## config.mk

```make
export PLATFORM = sky130hd
export DESIGN_NAME = bcd_seg_display
export DESIGN_NICKNAME = d
export VERILOG_FILES = /design/src/rtl/bcd_seg_display.sv
export SDC_FILE = /design/constraint.sdc
export NUM_CORES = 1
export LEC_CHECK = 0
export BUFFER_PORTS_ARGS = -buffer_cell sky130_fd_sc_hd__buf_2
export CORE_ASPECT_RATIO = 1.5
export CORE_MARGIN = 2
export CORE_UTILIZATION = 56
export DETAILED_ROUTE_END_ITERATION = 7
export GPL_TIMING_DRIVEN = 1
export PLACE_DENSITY_LB_ADDON = 0.3
export SYNTH_ARGS = -nofsm -noshare
export SYNTH_HDL_FRONTEND = slang
export SYNTH_SLANG_ARGS = --single-unit
```

## constraint.sdc

```tcl
create_clock -name clk -period 2.2 [get_ports clk]
set_input_delay 0.22 -clock clk [delete_from_list [all_inputs] [get_ports clk]]
set_output_delay 0.22 -clock clk [all_outputs]
set_load 0.03 [all_outputs]
```

## src/rtl/bcd_seg_display.sv

```systemverilog
module bcd_seg_display (
  input  logic       clk,
  input  logic       rst_n,
  input  logic       strobe,
  input  logic [3:0] bcd_units,
  input  logic [3:0] bcd_tens,
  input  logic [3:0] bcd_hund,
  input  logic [3:0] bcd_thou,
  input  logic       neg,
  input  logic       over_range,
  input  logic       lamp_test,
  output logic [6:0] seg_units,
  output logic [6:0] seg_tens,
  output logic [6:0] seg_hund,
  output logic       seg_thou,
  output logic       seg_minus
);
  localparam int SEG_W = 7;
  localparam int NFULL = 3;

  logic [NFULL-1:0][3:0]       code;
  logic [NFULL-1:0][SEG_W-1:0] shape, held;
  logic                        thou_q, minus_q;

  assign code = {bcd_hund, bcd_tens, bcd_units};

  for (genvar i = 0; i < NFULL; i++) begin : g_dec
    always_comb begin
      unique case (code[i])
        4'd0:    shape[i] = 7'h3F;
        4'd1:    shape[i] = 7'h06;
        4'd2:    shape[i] = 7'h5B;
        4'd3:    shape[i] = 7'h4F;
        4'd4:    shape[i] = 7'h66;
        4'd5:    shape[i] = 7'h6D;
        4'd6:    shape[i] = 7'h7D;
        4'd7:    shape[i] = 7'h07;
        4'd8:    shape[i] = 7'h7F;
        4'd9:    shape[i] = 7'h6F;
        default: shape[i] = '0;
      endcase
    end
  end

  always_ff @(posedge clk) begin
    if (!rst_n) begin
      held    <= '0;
      thou_q  <= 1'b0;
      minus_q <= 1'b0;
    end else if (strobe) begin
      held    <= over_range ? '0 : shape;
      thou_q  <= over_range || (bcd_thou == 4'd1);
      minus_q <= neg;
    end
  end

  assign seg_units = lamp_test ? '1 : held[0];
  assign seg_tens  = lamp_test ? '1 : held[1];
  assign seg_hund  = lamp_test ? '1 : held[2];
  assign seg_thou  = lamp_test | thou_q;
  assign seg_minus = lamp_test | minus_q;

  p_hold_r7: assert property (@(posedge clk) disable iff (!rst_n)
    !strobe |=> (held == $past(held)) && (thou_q == $past(thou_q)) && (minus_q == $past(minus_q)));

  p_sign_r5: assert property (@(posedge clk) disable iff (!rst_n)
    strobe |=> lamp_test || (seg_minus == $past(neg)));

  p_ovr_blank_r6: assert property (@(posedge clk) disable iff (!rst_n)
    strobe && over_range |=> lamp_test || (seg_thou && seg_units == 7'd0 && seg_tens == 7'd0 && seg_hund == 7'd0));

  p_bad_code_r3: assert property (@(posedge clk) disable iff (!rst_n)
    strobe && !over_range && bcd_units > 4'd9 |=> lamp_test || seg_units == 7'd0);

  p_half_digit_r4: assert property (@(posedge clk) disable iff (!rst_n)
    strobe && !over_range |=> lamp_test || (seg_thou == ($past(bcd_thou) == 4'd1)));
endmodule

```

==> results of run 1 <==
[through the flow]
stage               setup WS (ns)  hold slack (ns)  total power, mW
floorplan                    1.13            0.367            0.654
global placement            0.761            0.427            0.713
detailed placement          0.681            0.430            0.723
CTS                         0.917            0.198            0.976
global route                0.831            0.211             1.02
finish                      0.918            0.202            0.967
[placed cells by master (no fill, tap or decap)]
cell type  synthesis  layout
o2111ai_1          3       3
nand2_1           24      24
or2_2             23      23
nand2b_1           2       2
clkinv_1           1       1
buf_2              1      44
o211ai_1           1       1
inv_1             11      11
a21oi_2            2       2
or4b_1             1       1
o31ai_1            2       2
o311ai_1           2       2
o21ai_1            1       1
a32o_1             1       1
a21oi_1           13      13
a211o_1            1       1
nor2_1             1       1
nand3_2            1       1
o21bai_1           1       1
dfxtp_1           23      23
o21ai_2            3       3
o21ai_0            7       7
a221oi_2           4       4
nand3_1            5       5
and2b_1            2       2
clkbuf_1           6       1
xor2_1             3       3
ha_1              15      15
nand2_2            3       3
nor2b_1            6       6
clkbuf_8           0       3
o211ai_2           2       2
nor3_1             1       1
mux2i_1            7       7
[power breakdown]
| group | leakage, nW | switching [mW] | internal (mW) |
|---|---|---|---|
| registers | 0.188 | 0.00936 | 0.435 |
| logic | 0.620 | 0.173 | 0.0957 |
| clock network | 0.0228 | 0.125 | 0.129 |
| total | 0.830 | 0.308 | 0.659 |
[final timing paths]
path                  from          end  cells past startpoint  slack [ns]
hold reg to reg   held[13]     held[13]                      2        0.44
setup / recovery  held[17]  seg_hund[3]                      2        0.92
setup reg to reg  held[17]     held[17]                      2        1.38
hold / removal         neg      minus_q                      3        0.20
[kinds of logic (layout without fill, tap and decap cells)]
group	Yosys count	after routing
and+or+nand+nor	69	69
AOI/OAI and AO/OA	43	43
buffers and inverters	24	60
DFF	23	23
adders and majority gates	15	15
muxes	7	7
xor gates and xnor gates	3	3
[sequential cells by signal, indices dropped and copies added, names as in the netlist]
signal / count
thou_q: 1
held: 21
minus_q: 1
[critical path, cell delays in order, from the launching register on]
cell and delay [ns]:
dfxtp_1 0.33, or2_2 0.30, buf_2 0.18
[routing by layer]
metal	up-vias	track usage	part of all wire
met5	-	0	0
met4	0	0.0833	0.011
met3	4	0.0286	0.038
met2	36	0.414	0.54
met1	644	0.256	0.41
li1	693	-	-
[final cells by class]
type,instances,area [um2],share of cell area
Multi-Input combinational cell,137,982,0.546
Timing Repair Buffer,44,220,0.122
Clock buffer,4,45.0,0.0250
Sequential cell,23,460,0.256
Tap cell,37,46.3,0.0257
Inverter,12,45.0,0.0250
==> flow_summary.json, run 1 <==
{
  "drv_slew": 0,
  "placed_area_mm2": 0.00175,
  "final_area_mm2": 0.00180,
  "cts_buffer_depth": 2,
  "syn_inst": 184,
  "grtUsageTotal": 0.227,
  "crit_path_start_kind": "flop",
  "vias": 1377,
  "synthTopCellsByArea": "dfxtp_1 29%, ha_1 12%, or2_2 9.1%",
  "initial_core_util": 0.588,
  "clk_pin_slew_ns": 0.08,
  "grt_max_degree": 24,
  "cts_sinks": 23,
  "synth_xor_area_frac": 0.0167,
  "synth_common_cells": "24 x nand2_1, 23 x dfxtp_1, 23 x or2_2, 15 x ha_1, 13 x a21oi_1",
  "htreeDepth": 1,
  "slew_headroom": 0.542,
  "async_flop_share": 0,
  "cts_hold_buf": 0,
  "max_freq_ghz": 0.780,
  "synth_fa_ha_area_frac": 0.119,
  "finClkSkew_ns": 0,
  "post-route-util": 0.672,
  "synth_top_cell_area_share": 0.293,
  "root_buffer": "clkbuf_8",
  "drc": 0,
  "dp_hpwl_um": 2570,
  "final-setup-viol-count": 0,
  "period_share": 0.583,
  "synth_top_family_by_area": "simple AND/OR/NAND/NOR gates",
  "nets": 258,
  "diodes": 0,
  "postRouteAntennaNets": 0,
  "ios": 45,
  "arrival_ns": 1.06,
  "cts_buffers": 3,
  "synth_edf_count": 0,
  "drive_gt1_frac": 0.386,
  "drv_cap": 0,
  "min_period_ns": 1.28,
  "routed_wl_um": 3330,
  "final_cells": 257,
  "synth_compound_area_frac": 0.208,
  "ys.warnings.count": 0,
  "hold_class": "input port to flop",
  "path_class": "flop to output port",
  "die_w_um": 47.3,
  "cp-end-kind": "output port",
  "powerDensity_mw_per_mm2": 538,
  "synth_top_area_cell": "dfxtp_1",
  "rows": 23,
  "grt_pass1_vias": 1322,
  "grt_remaining_overflow": 0,
  "dr.pass1.iters": 4,
  "dp_cells": 253,
  "nFillCells": 244,
  "seq_area_frac_synth": 0.293,
  "p_leak_nw": 0.830,
  "drtIter0Drc": 21,
  "dieArea_mm2": 0.00326,
  "rsz0062_at_grt": "no",
  "syn2layout_area_growth_pct": 14.4,
  "cts_tree": "yes",
  "antenna_found_initial": 0,
  "viasPerCell": 5.36,
  "port_buffers": 44,
  "syn-cell-area_mm2": 0.00157,
  "syn_avg_cell_area_um2": 8.55,
  "synthSimpleGateAreaFrac": 0.236,
  "die_y_um": 68.9,
  "wire_per_inst_um": 13.0,
  "worstPathMaxFanout": 3,
  "clk_latency_ns": 0.25,
  "cts_resized": 0,
  "synth_flop_cell": "dfxtp_1",
  "synth.most_common_cell": "nand2_1",
  "worst_pin_slew_ns": 0.687,
  "status": "complete, no violations",
  "final_hold_viol_count": 0,
  "postCtsSetupBuffers": 0,
  "synth_nets": 221,
  "fin_setup_tns_ns": 0,
  "ys_ff_latch": 23,
  "synth.area.mux_share": 0.0446,
  "peakVddDrop_v": 0.000345,
  "place_congestion": 0.854,
  "synthDistinctLibCells": 36,
  "core_area_mm2": 0.00268,
  "grt_first_pass_wirelength_um": 5440,
  "required_ns": 1.98
}
No activity file was read; power rests on OpenSTA's default activity.
==> inputs of run 2 (changes only) <==
--- a/config.mk
+++ b/config.mk
@@ -5,10 +5,11 @@
 export SDC_FILE = /design/constraint.sdc
 export NUM_CORES = 1
 export LEC_CHECK = 0
+export ABC_AREA = 1
 export BUFFER_PORTS_ARGS = -buffer_cell sky130_fd_sc_hd__buf_2
 export CORE_ASPECT_RATIO = 1.5
 export CORE_MARGIN = 2
-export CORE_UTILIZATION = 56
+export CORE_UTILIZATION = 50
 export DETAILED_ROUTE_END_ITERATION = 7
 export GPL_TIMING_DRIVEN = 1
 export PLACE_DENSITY_LB_ADDON = 0.3
==> constraint.sdc (replaced) <==
create_clock -name clk -period 1.2 [get_ports clk]
set_input_delay 0.12 -clock clk [delete_from_list [all_inputs] [get_ports clk]]
set_output_delay 0.12 -clock clk [all_outputs]
set_load 0.03 [all_outputs]
==> run 2 against run 1 <==
Net effect: clock skew did not move; total power rose by 80%; via count fell by 1.5%; final area fell by 2.4%; sequential share of layout area rose by 0.62 points; first-iteration DRC count fell by 19%; utilization fell by 2.3 points; critical path depth did not move; die area rose by 2.9%; flip-flop and latch count did not move; worst setup slack got worse by 0.88 ns.
==> flow_summary.json, run 2 <==
{
  "synthTopCellsByArea": "dfxtp_1 32%, nand2_1 17%, ha_1 13%",
  "r2r_cells": 2,
  "ios": 45,
  "grt_pass1_vias": 1229,
  "drv_slew": 0,
  "grt_remaining_overflow": 0,
  "grtUsageTotal": 0.185,
  "final_common_cell": "nand2_1",
  "vias": 1357,
  "reg.largest.list": "held: 21 flops, minus_q: 1 flops, thou_q: 1 flops",
  "antenna_found_initial": 0,
  "clk_pin_slew_ns": 0.08,
  "synth.most_common_cell": "nand2_1",
  "largest_reg_flops": 21,
  "root_buffer": "clkbuf_8",
  "placed_area_mm2": 0.00170,
  "dr.pass1.iters": 4,
  "dp_cells": 287,
  "synth_edf_count": 0,
  "top_register": "held",
  "fin_setup_tns_ns": 0,
  "required_ns": 1.08,
  "cts_sinks": 23,
  "grt_max_degree": 24,
  "routed_wl_um": 2680,
  "clk_latency_ns": 0.26,
  "drive_gt1_frac": 0.307,
  "seq_area_frac_synth": 0.318,
  "r2r_slack_ns": 0.57,
  "drtIter0Drc": 17,
  "slew_headroom": 0.815,
  "port_buffers": 44,
  "synthDistinctLibCells": 16,
  "place_congestion": 0.717,
  "synth_nets": 247,
  "syn_inst": 210,
  "worstPathMaxFanout": 2,
  "dp_slack_ns": 0.188,
  "crit_chain": "or2_2 > buf_4",
  "async_flop_share": 0,
  "synth_top_area_cell": "dfxtp_1",
  "path_class": "flop to output port",
  "crit_start": "held[19]",
  "synth_top_cell_area_share": 0.318,
  "final_cells": 291,
  "worst_pin_slew_ns": 0.278,
  "dieArea_mm2": 0.00335,
  "syn_avg_cell_area_um2": 6.89,
  "syn-cell-area_mm2": 0.00145,
  "viasPerCell": 4.66,
  "die_y_um": 69.9,
  "min_period_ns": 1.16,
  "synth_common_cells": "66 x nand2_1, 23 x dfxtp_1, 23 x or2_2, 22 x a21oi_1, 22 x inv_1",
  "rows": 23,
  "postRouteAntennaNets": 0,
  "dp_hpwl_um": 2180,
  "r2r_start": "thou_q",
  "powerDensity_mw_per_mm2": 992,
  "wire_per_inst_um": 9.21,
  "final_cell_mix": "66 x nand2_1, 41 x buf_2, 23 x or2_2, 23 x dfxtp_1",
  "diodes": 0,
  "crit_path_start_kind": "flop",
  "postCtsSetupBuffers": 0,
  "r2r-end": "thou_q",
  "crit_end": "seg_hund[5]",
  "peakVddDrop_v": 0.000551,
  "ys.warnings.count": 0,
  "die_w_um": 47.9,
  "grt_first_pass_wirelength_um": 4770,
  "hold_class": "input port to flop",
  "period_share": 0.968,
  "drc": 0,
  "finClkSkew_ns": 0,
  "synth_flop_cell": "dfxtp_1",
  "nets": 292,
  "crit_slowest_cell": "dfxtp_1",
  "cts_tree": "yes",
  "cp-end-kind": "output port",
  "arrival_ns": 1.04,
  "htreeDepth": 1,
  "post-route-util": 0.649,
  "cts_buffer_depth": 2,
  "final_hold_viol_count": 0,
  "crit_path_max_incr_delay_ns": 0.32,
  "core_area_mm2": 0.00271,
  "syn2layout_area_growth_pct": 21.3,
  "drv_cap": 0,
  "initial_core_util": 0.535,
  "final-setup-viol-count": 0,
  "cts_buffers": 3,
  "ys_ff_latch": 23,
  "final_area_mm2": 0.00176,
  "max_freq_ghz": 0.861,
  "p_leak_nw": 0.890,
  "rsz0062_at_grt": "no",
  "setup_slack_ns": 0.0380,
  "status": "complete, no violations"
}
==> run 2: worst max-delay path: cells and delay by family, from the launching register on <==
family	cells	cell delay [ns]
flip-flops	1	0.32
buffers and inverters	1	0.17
AND/OR/NAND/NOR	1	0.29
==> run 2: cell families (layout without fill, tap and decap cells) <==
logic type / Yosys count / count (layout) / share of synthesized area
adder cells (fa/ha/maj): 15 / 15 / 0.130
AND/OR/NAND/NOR: 118 / 118 / 0.388
AO/OA/AOI/OAI: 24 / 24 / 0.0830
flip-flops: 23 / 23 / 0.318
buffers and inverters: 30 / 74 / 0.0812
==> run 2: where the power goes <==
group	total, mW	switching, mW	internal, mW
logic	0.462	0.295	0.167
clock network	0.471	0.234	0.237
registers	0.811	0.0142	0.796
total	1.74	0.543	1.20
==> run 2: routing by layer <==
layer / wire length, um / vias up / GRT usage / share of wire
met1: 1120 / 584 / 0.210 / 0.42
met4: 63 / 0 / 0.0811 / 0.024
met2: 1410 / 25 / 0.326 / 0.52
met3: 88 / 5 / 0.0103 / 0.033
li1: - / 743 / - / -
met5: 0 / - / 0 / 0
==> run 2: how the worst min path moves through the flow <==
stage,slack (ns),endpoint,from,cells past startpoint
floorplan,0.25,minus_q,neg,2
global placement,0.35,minus_q,neg,3
detailed placement,0.35,minus_q,neg,3
CTS,0.08,minus_q,neg,3
global route,0.08,minus_q,neg,3
finish,0.08,minus_q,neg,3
==> run 2: repair_timing <==
action / CTS / global route
endpoints found under the setup margin: 0 / 3
resized for setup: 0 / 6
hold buffers: 0 / 0
==> run 2: layout make-up <==
| cell class | count | area [um2] |
|---|---|---|
| clock buffers | 4 | 45.0 |
| fillers | 283 | 948 |
| inverters | 24 | 92.6 |
| multi-input cells | 157 | 870 |
| flip-flops and latches | 23 | 460 |
| well taps | 37 | 46.3 |
| repair buffers | 46 | 243 |
==> run 2: through the flow <==
| step | power [mW] | hold WS [ns] |
|---|---|---|
| floorplan | 1.16 | 0.255 |
| global placement | 1.29 | 0.353 |
| detailed placement | 1.29 | 0.354 |
| CTS | 1.76 | 0.0769 |
| global route | 1.85 | 0.0763 |
| finish | 1.74 | 0.0757 |
